$ cat src/rtl/adc_frame_reader.sv
module adc_frame_reader #(
  parameter int DATA_W      = 14,
  parameter int FRAME_CLKS  = 18,
  parameter int DIV_W       = 8,
  parameter int SETUP_CLKS  = 2,
  parameter int CS_HIGH_MIN = 4,
  parameter int CYCLE_MIN   = 100
) (
  input  logic              clk,
  input  logic              rst_n,
  input  logic              start_i,
  input  logic              cont_i,
  input  logic [DIV_W-1:0]  half_div_i,
  input  logic              sdo_i,
  output logic              cs_n_o,
  output logic              sclk_o,
  output logic [DATA_W-1:0] data_o,
  output logic              valid_o,
  output logic              stale_o,
  output logic              frame_err_o
);

  localparam int BW = $clog2(FRAME_CLKS + 1);
  localparam int HW = $clog2(CS_HIGH_MIN + 1);
  localparam int CW = $clog2(CYCLE_MIN + 1);
  localparam logic [BW-1:0]    LAST_BIT = BW'(FRAME_CLKS);
  localparam logic [BW-1:0]    DLAST    = BW'(DATA_W);
  localparam logic [HW-1:0]    HI_LIM   = HW'(CS_HIGH_MIN);
  localparam logic [CW-1:0]    CYC_LIM  = CW'(CYCLE_MIN);
  localparam logic [DIV_W-1:0] SET_LD   = DIV_W'(SETUP_CLKS - 1);

  typedef enum logic [1:0] {IDLE, SETUP, SHIFT} st_t;

  st_t               st;
  logic [DIV_W-1:0]  div_cnt, hd_q;
  logic [BW-1:0]     bit_cnt;
  logic [DATA_W-1:0] sh;
  logic              pad_bad, first, pend;
  logic [HW-1:0]     hi_cnt;
  logic [CW-1:0]     cyc_cnt;

  wire [DIV_W-1:0] hd_in = (half_div_i == '0) ? DIV_W'(1) : half_div_i;
  wire tick     = (div_cnt == '0);
  wire gap_ok   = (hi_cnt >= HI_LIM) && (cyc_cnt >= CYC_LIM);
  wire go       = (st == IDLE) && (pend || start_i || cont_i) && gap_ok;
  wire done     = (st == SHIFT) && tick && sclk_o && (bit_cnt == LAST_BIT);
  wire fall_now = ((st == SETUP) && tick) ||
                  ((st == SHIFT) && tick && sclk_o && (bit_cnt != LAST_BIT));
  wire is_data  = (bit_cnt != '0) && (bit_cnt <= DLAST);

  always_ff @(posedge clk) begin
    if (!rst_n) begin
      st          <= IDLE;
      cs_n_o      <= 1'b1;
      sclk_o      <= 1'b1;
      div_cnt     <= '0;
      hd_q        <= DIV_W'(1);
      bit_cnt     <= '0;
      sh          <= '0;
      pad_bad     <= 1'b0;
      first       <= 1'b1;
      pend        <= 1'b0;
      hi_cnt      <= HI_LIM;
      cyc_cnt     <= CYC_LIM;
      data_o      <= '0;
      valid_o     <= 1'b0;
      stale_o     <= 1'b0;
      frame_err_o <= 1'b0;
    end else begin
      valid_o <= 1'b0;
      if (cyc_cnt < CYC_LIM) cyc_cnt <= cyc_cnt + 1'b1;
      if (cs_n_o && hi_cnt < HI_LIM) hi_cnt <= hi_cnt + 1'b1;
      if (start_i) pend <= 1'b1;
      if (!tick) div_cnt <= div_cnt - 1'b1;

      case (st)
        IDLE: if (go) begin
          st      <= SETUP;
          cs_n_o  <= 1'b0;
          cyc_cnt <= CW'(1);
          pend    <= 1'b0;
          hd_q    <= hd_in;
          div_cnt <= SET_LD;
          bit_cnt <= '0;
          pad_bad <= 1'b0;
        end
        SETUP: if (tick) st <= SHIFT;
        SHIFT: if (tick && !sclk_o) begin
          sclk_o  <= 1'b1;
          div_cnt <= hd_q - 1'b1;
        end else if (done) begin
          st          <= IDLE;
          cs_n_o      <= 1'b1;
          hi_cnt      <= HW'(1);
          valid_o     <= 1'b1;
          data_o      <= sh;
          stale_o     <= first;
          first       <= 1'b0;
          frame_err_o <= pad_bad;
        end
        default: st <= IDLE;
      endcase

      if (fall_now) begin
        sclk_o  <= 1'b0;
        div_cnt <= hd_q - 1'b1;
        bit_cnt <= bit_cnt + 1'b1;
        if (is_data) sh <= {sh[DATA_W-2:0], sdo_i};
        else if (sdo_i) pad_bad <= 1'b1;
      end
    end
  end

  a_r2_sclk_idle_high: assert property (@(posedge clk) disable iff (!rst_n)
    cs_n_o |-> sclk_o);
  a_r2_sclk_quiet: assert property (@(posedge clk) disable iff (!rst_n)
    (cs_n_o && $past(cs_n_o)) |-> $stable(sclk_o));
  a_r4_cs_fall_clock_high: assert property (@(posedge clk) disable iff (!rst_n)
    $fell(cs_n_o) |-> sclk_o);
  a_r5_bit_bound: assert property (@(posedge clk) disable iff (!rst_n)
    bit_cnt <= LAST_BIT);
  a_r6_valid_single: assert property (@(posedge clk) disable iff (!rst_n)
    valid_o |=> !valid_o);
  a_r6_valid_at_rise: assert property (@(posedge clk) disable iff (!rst_n)
    $rose(cs_n_o) |-> valid_o);
  a_r9_cs_high_min: assert property (@(posedge clk) disable iff (!rst_n)
    $fell(cs_n_o) |-> ($past(hi_cnt) >= HI_LIM));

endmodule

$ cat config.mk
export PLATFORM = sky130hd
export DESIGN_NAME = adc_frame_reader
export DESIGN_NICKNAME = d
export VERILOG_FILES = /design/src/rtl/adc_frame_reader.sv
export SDC_FILE = /design/constraint.sdc
export NUM_CORES = 1
export LEC_CHECK = 0
export ABC_AREA = 1
export BUFFER_PORTS_ARGS = -buffer_cell sky130_fd_sc_hd__buf_2
export CAP_MARGIN = 10
export CORE_MARGIN = 10
export CORE_UTILIZATION = 30
export CTS_BUF_LIST = sky130_fd_sc_hd__clkbuf_4 sky130_fd_sc_hd__clkbuf_8 sky130_fd_sc_hd__clkbuf_16
export DETAILED_ROUTE_END_ITERATION = 7
export GPL_TIMING_DRIVEN = 0
export PLACE_DENSITY = 0.51
export SYNTH_ARGS = -nofsm -noshare
export SYNTH_HDL_FRONTEND = slang
export SYNTH_SLANG_ARGS = --single-unit
$ cat constraint.sdc
create_clock -name clk -period 1.65 [get_ports clk]
set_input_delay 0.2475 -clock clk [delete_from_list [all_inputs] [get_ports clk]]
set_output_delay 0.2475 -clock clk [all_outputs]
set_load 0.05 [all_outputs]
==> impl_metrics.csv <==
group,metric,value,unit
run_status,status,"completed",
critical_path,crit_top_cell,"nand2_2",
cells_and_area,final_common_cell,"dfxtp_1",
timing,layout_min_cycle_time,1.55,ns
logic_synthesis,synth.largest_area_cell,"dfxtp_1",
critical_path,crit_chain,"inv_4 -> ha_4 -> nand2_2 -> inv_1 -> nand2_2 -> nand2_1 -> nand2_2 -> nand2_4 -> inv_4 -> nand3_4 -> buf_6 -> nand2_1 -> a21oi_1",
timing,max_freq,0.643,GHz
critical_path,cp_top_family,"simple AND/OR/NAND/NOR gates",
floorplan,fp.dieH,122,µm
timing,post-route-period-util,94.2,%
critical_path,cpMaxStageDelayCell,"dfxtp_2",
detailed_routing,drc,0,
logic_synthesis,ys_top_cells_by_area,"dfxtp_1 44%, nand2_1 7.7%, nor2_1 7.0%, inv_1 5.8%, a21oi_1 4.8%",
floorplan,die_area,14900,µm²
logic_synthesis,ys_ff_latch,69,
logic_synthesis,synth.distinct_cells,34,
logic_synthesis,syn_avg_cell_area,7.52,µm²
clocking,cts_tree,"done",
cells_and_area,syn2layout_area_growth,26.4,%
critical_path,crit_path_end_kind,"register",
clocking,numCtsBuffers,9,
clocking,h-tree-depth,3,
power_and_ir_drop,p_switching,2.53,mW
global_routing,grt.met1_usage,14.4,%
floorplan,initial_core_util,30.5,%
critical_path,start_kind,"register",
detailed_routing,drtPass1Iterations,4,
power_and_ir_drop,peakVddDrop,0.755,mV
logic_synthesis,synth_top_cell_area_share,44.2,%
logic_synthesis,syn-cell-area,3120,µm²
global_routing,grt_use_met3,2.04,%
critical_path,crit_path_max_fanout,5,
global_routing,grt_pass1_wl,12900,µm
cells_and_area,multiInputGateArea,1560,µm²
power_and_ir_drop,swShare,39.9,%
critical_path,worstSetupPathType,"reg2reg",
timing,skew,0.00916,ns
critical_path,worstPathRequired,1.84,ns
global_routing,grt_antenna_before_repair,0,
detailed_routing,totalWireLength,7560,µm
critical_path,crit_arrival,1.75,ns
logic_synthesis,syn-num-nets,437,
cells_and_area,seqCellArea,1390,µm²
detailed_routing,num_vias,2824,
power_and_ir_drop,clock_power_share,23.5,%
cells_and_area,layout_common_cells,"66 x dfxtp_1, 55 x nand2_1, 52 x nor2_1",
cells_and_area,layout.nets,492,
global_routing,grt.overflow.total,0,
timing,drv_slew,0,
detailed_routing,vias_per_cell,4.63,
cells_and_area,drive_gt1_share,23.4,%
logic_synthesis,synth_ff_type,"dfxtp_1",
hold_path,hold_path_class,"in2reg",
clocking,cts_hold_buf,0,
flow_run,drv_cap,0,
cells_and_area,antenna-diode-count,0,
global_routing,grt_pass1_vias,2686,
logic_synthesis,yosysSeqAreaShare,44.2,%
global_routing,gr-usage-met2,16.1,%
floorplan,ios,32,
power_and_ir_drop,p_leak,1.77,nW
cells_and_area,fillers,1054,
cells_and_area,fin_util,38.6,%
place,place_hpwl,5370,µm
clocking,path_clk_slew,0.07,ns
clocking,clock_latency,0.34,ns
logic_synthesis,synth-edff-count,0,
timing,max_slew.worst_pin.slew,0.647,ns
critical_path,cpPeakStageDelay,0.36,ns
global_routing,grt_util_all_layers,10.6,%
detailed_routing,wire_per_inst,12.4,µm
timing,timing.hold.ws,0.161,ns
power_and_ir_drop,cellInternalPower,3.81,mW
logic_synthesis,yosysWarnings,0,
detailed_routing,drtAntennaViolNets,0,
critical_path,path_buf_inv,4,
place,io_buffer_count,30,
global_routing,grt_max_degree,13,
timing,hold_violations,0,
clocking,cts.sinks,69,
global_routing,top_usage_layer,"met2",
clocking,root_buffer,"clkbuf_8",
power_and_ir_drop,p_per_area,1610,nW/µm²
timing,max_slew_margin,56.9,%
power_and_ir_drop,combPwrFrac,42.3,%
floorplan,core,10200,µm²
power_and_ir_drop,seqPwrFrac,34.3,%
logic_synthesis,synth-async-reset-ratio,0,%
place,gp_congestion,0.825,
detailed_routing,drt-initial-drc-count,121,
timing,setup_viol,0,
clocking,clk_path_buf_depth,2,
floorplan,fp-row-count,37,
logic_synthesis,postSynthCellCount,415,
floorplan,die_w,122,µm
synth_stat cells, types with 2 or more instances:
master and count:
a21oi_1 30, o22ai_1 6, ha_1 9, nand3_1 25
xor2_1 12, clkbuf_1 8, nor2_2 2, inv_1 48
inv_2 3, dfxtp_1 69, xnor2_1 2, nand4_1 17
o21ai_0 18, nor3b_1 2, buf_2 6, a211oi_1 3
nor2_1 58, nor3_1 9, o21ai_1 9, nand2_1 64
nand2_2 2
metrics by stage:
step	instances	setup slack [ns]	instance area (µm²)	TNS, ns	power [mW]
CTS	603	-0.00143	3800	-0.00143	6.16
global route	610	-0.0111	3950	-0.0196	6.84
finish	610	0.0952	3950	0	6.34
detailed placement	581	-0.301	3440	-9.97	4.47
global placement	581	-0.306	3440	-9.39	4.46
floorplan	415	0.0466	3120	0	3.96
cell type report:
cell class | instances | area share (%)
Multi-Input combinational cell | 278 | 39.6
Sequential cell | 69 | 35.1
Timing Repair Buffer | 45 | 7.39
Inverter | 52 | 5.20
Tap cell | 136 | 4.31
Clock buffer | 9 | 3.14
Buffer | 15 | 3.01
Clock inverter | 6 | 2.25
cells by family (layout without fill, tap and decap cells):
| logic type | after synthesis | in the layout | synth area share (%) |
|---|---|---|---|
| AO/OA/AOI/OAI | 70 | 70 | 12.1 |
| XOR/XNOR | 14 | 14 | 3.93 |
| adder cells (fa/ha/maj) | 9 | 9 | 3.61 |
| buffers and inverters | 68 | 127 | 8.86 |
| flip-flops | 69 | 69 | 44.2 |
| AND/OR/NAND/NOR | 185 | 185 | 27.3 |
state kept, by name (all words and copies together), names as in the netlist:
| register | flops |
|---|---|
| data_o | 14 |
| sh | 14 |
| div_cnt | 8 |
| hd_q | 8 |
| cyc_cnt | 7 |
| bit_cnt | 5 |
| hi_cnt | 3 |
| st | 2 |
| cs_n_o | 1 |
| first | 1 |
| frame_err_o | 1 |
| pad_bad | 1 |
| pend | 1 |
| sclk_o | 1 |
| stale_o | 1 |
| valid_o | 1 |
worst register-to-register path, cell delays in order, from the launching register on:
cell and delay [ns]:
dfxtp_2 0.36, inv_4 0.05, ha_4 0.15, nand2_2 0.05, inv_1 0.04, nand2_2 0.09
nand2_1 0.07, nand2_2 0.07, nand2_4 0.07, inv_4 0.09, nand3_4 0.10, buf_6 0.16
nand2_1 0.05, a21oi_1 0.05
final timing paths:
kind	slack, ns	startpoint	cells after the start	to
min	0.16	start_i	3	pend
max reg2reg	0.1	bit_cnt[0]	13	sh[1]
min reg2reg	0.45	first	2	first
max	0.1	bit_cnt[0]	13	sh[1]
routing by layer:
| metal | vias to the layer above | share of wire [%] | wire, µm |
|---|---|---|---|
| li1 | 1467 | - | - |
| met3 | 5 | 3.3 | 251 |
| met1 | 1308 | 51 | 3830 |
| met2 | 44 | 45 | 3410 |
| met5 | - | 0 | 0 |
| met4 | 0 | 0.91 | 69 |
power groups by stage:
stage / combinational (mW) / clock, mW / sequential [mW]
final: 2.68 / 1.49 / 2.17
after global routing: 3.02 / 1.60 / 2.21
after CTS: 2.47 / 1.53 / 2.16
after detailed placement: 2.29 / 0 / 2.19
after global placement: 2.28 / 0 / 2.18
after floorplan: 1.74 / 0 / 2.22
timing repair:
item                                    CTS  global route
gates resized for setup                  24            33
buffers inserted                          6             8
gates cloned                              1             0
pin swaps                                 4             7
endpoints found under the hold margin     0             0
endpoints found under the setup margin   62            61
(Power assumes the default switching activity.)
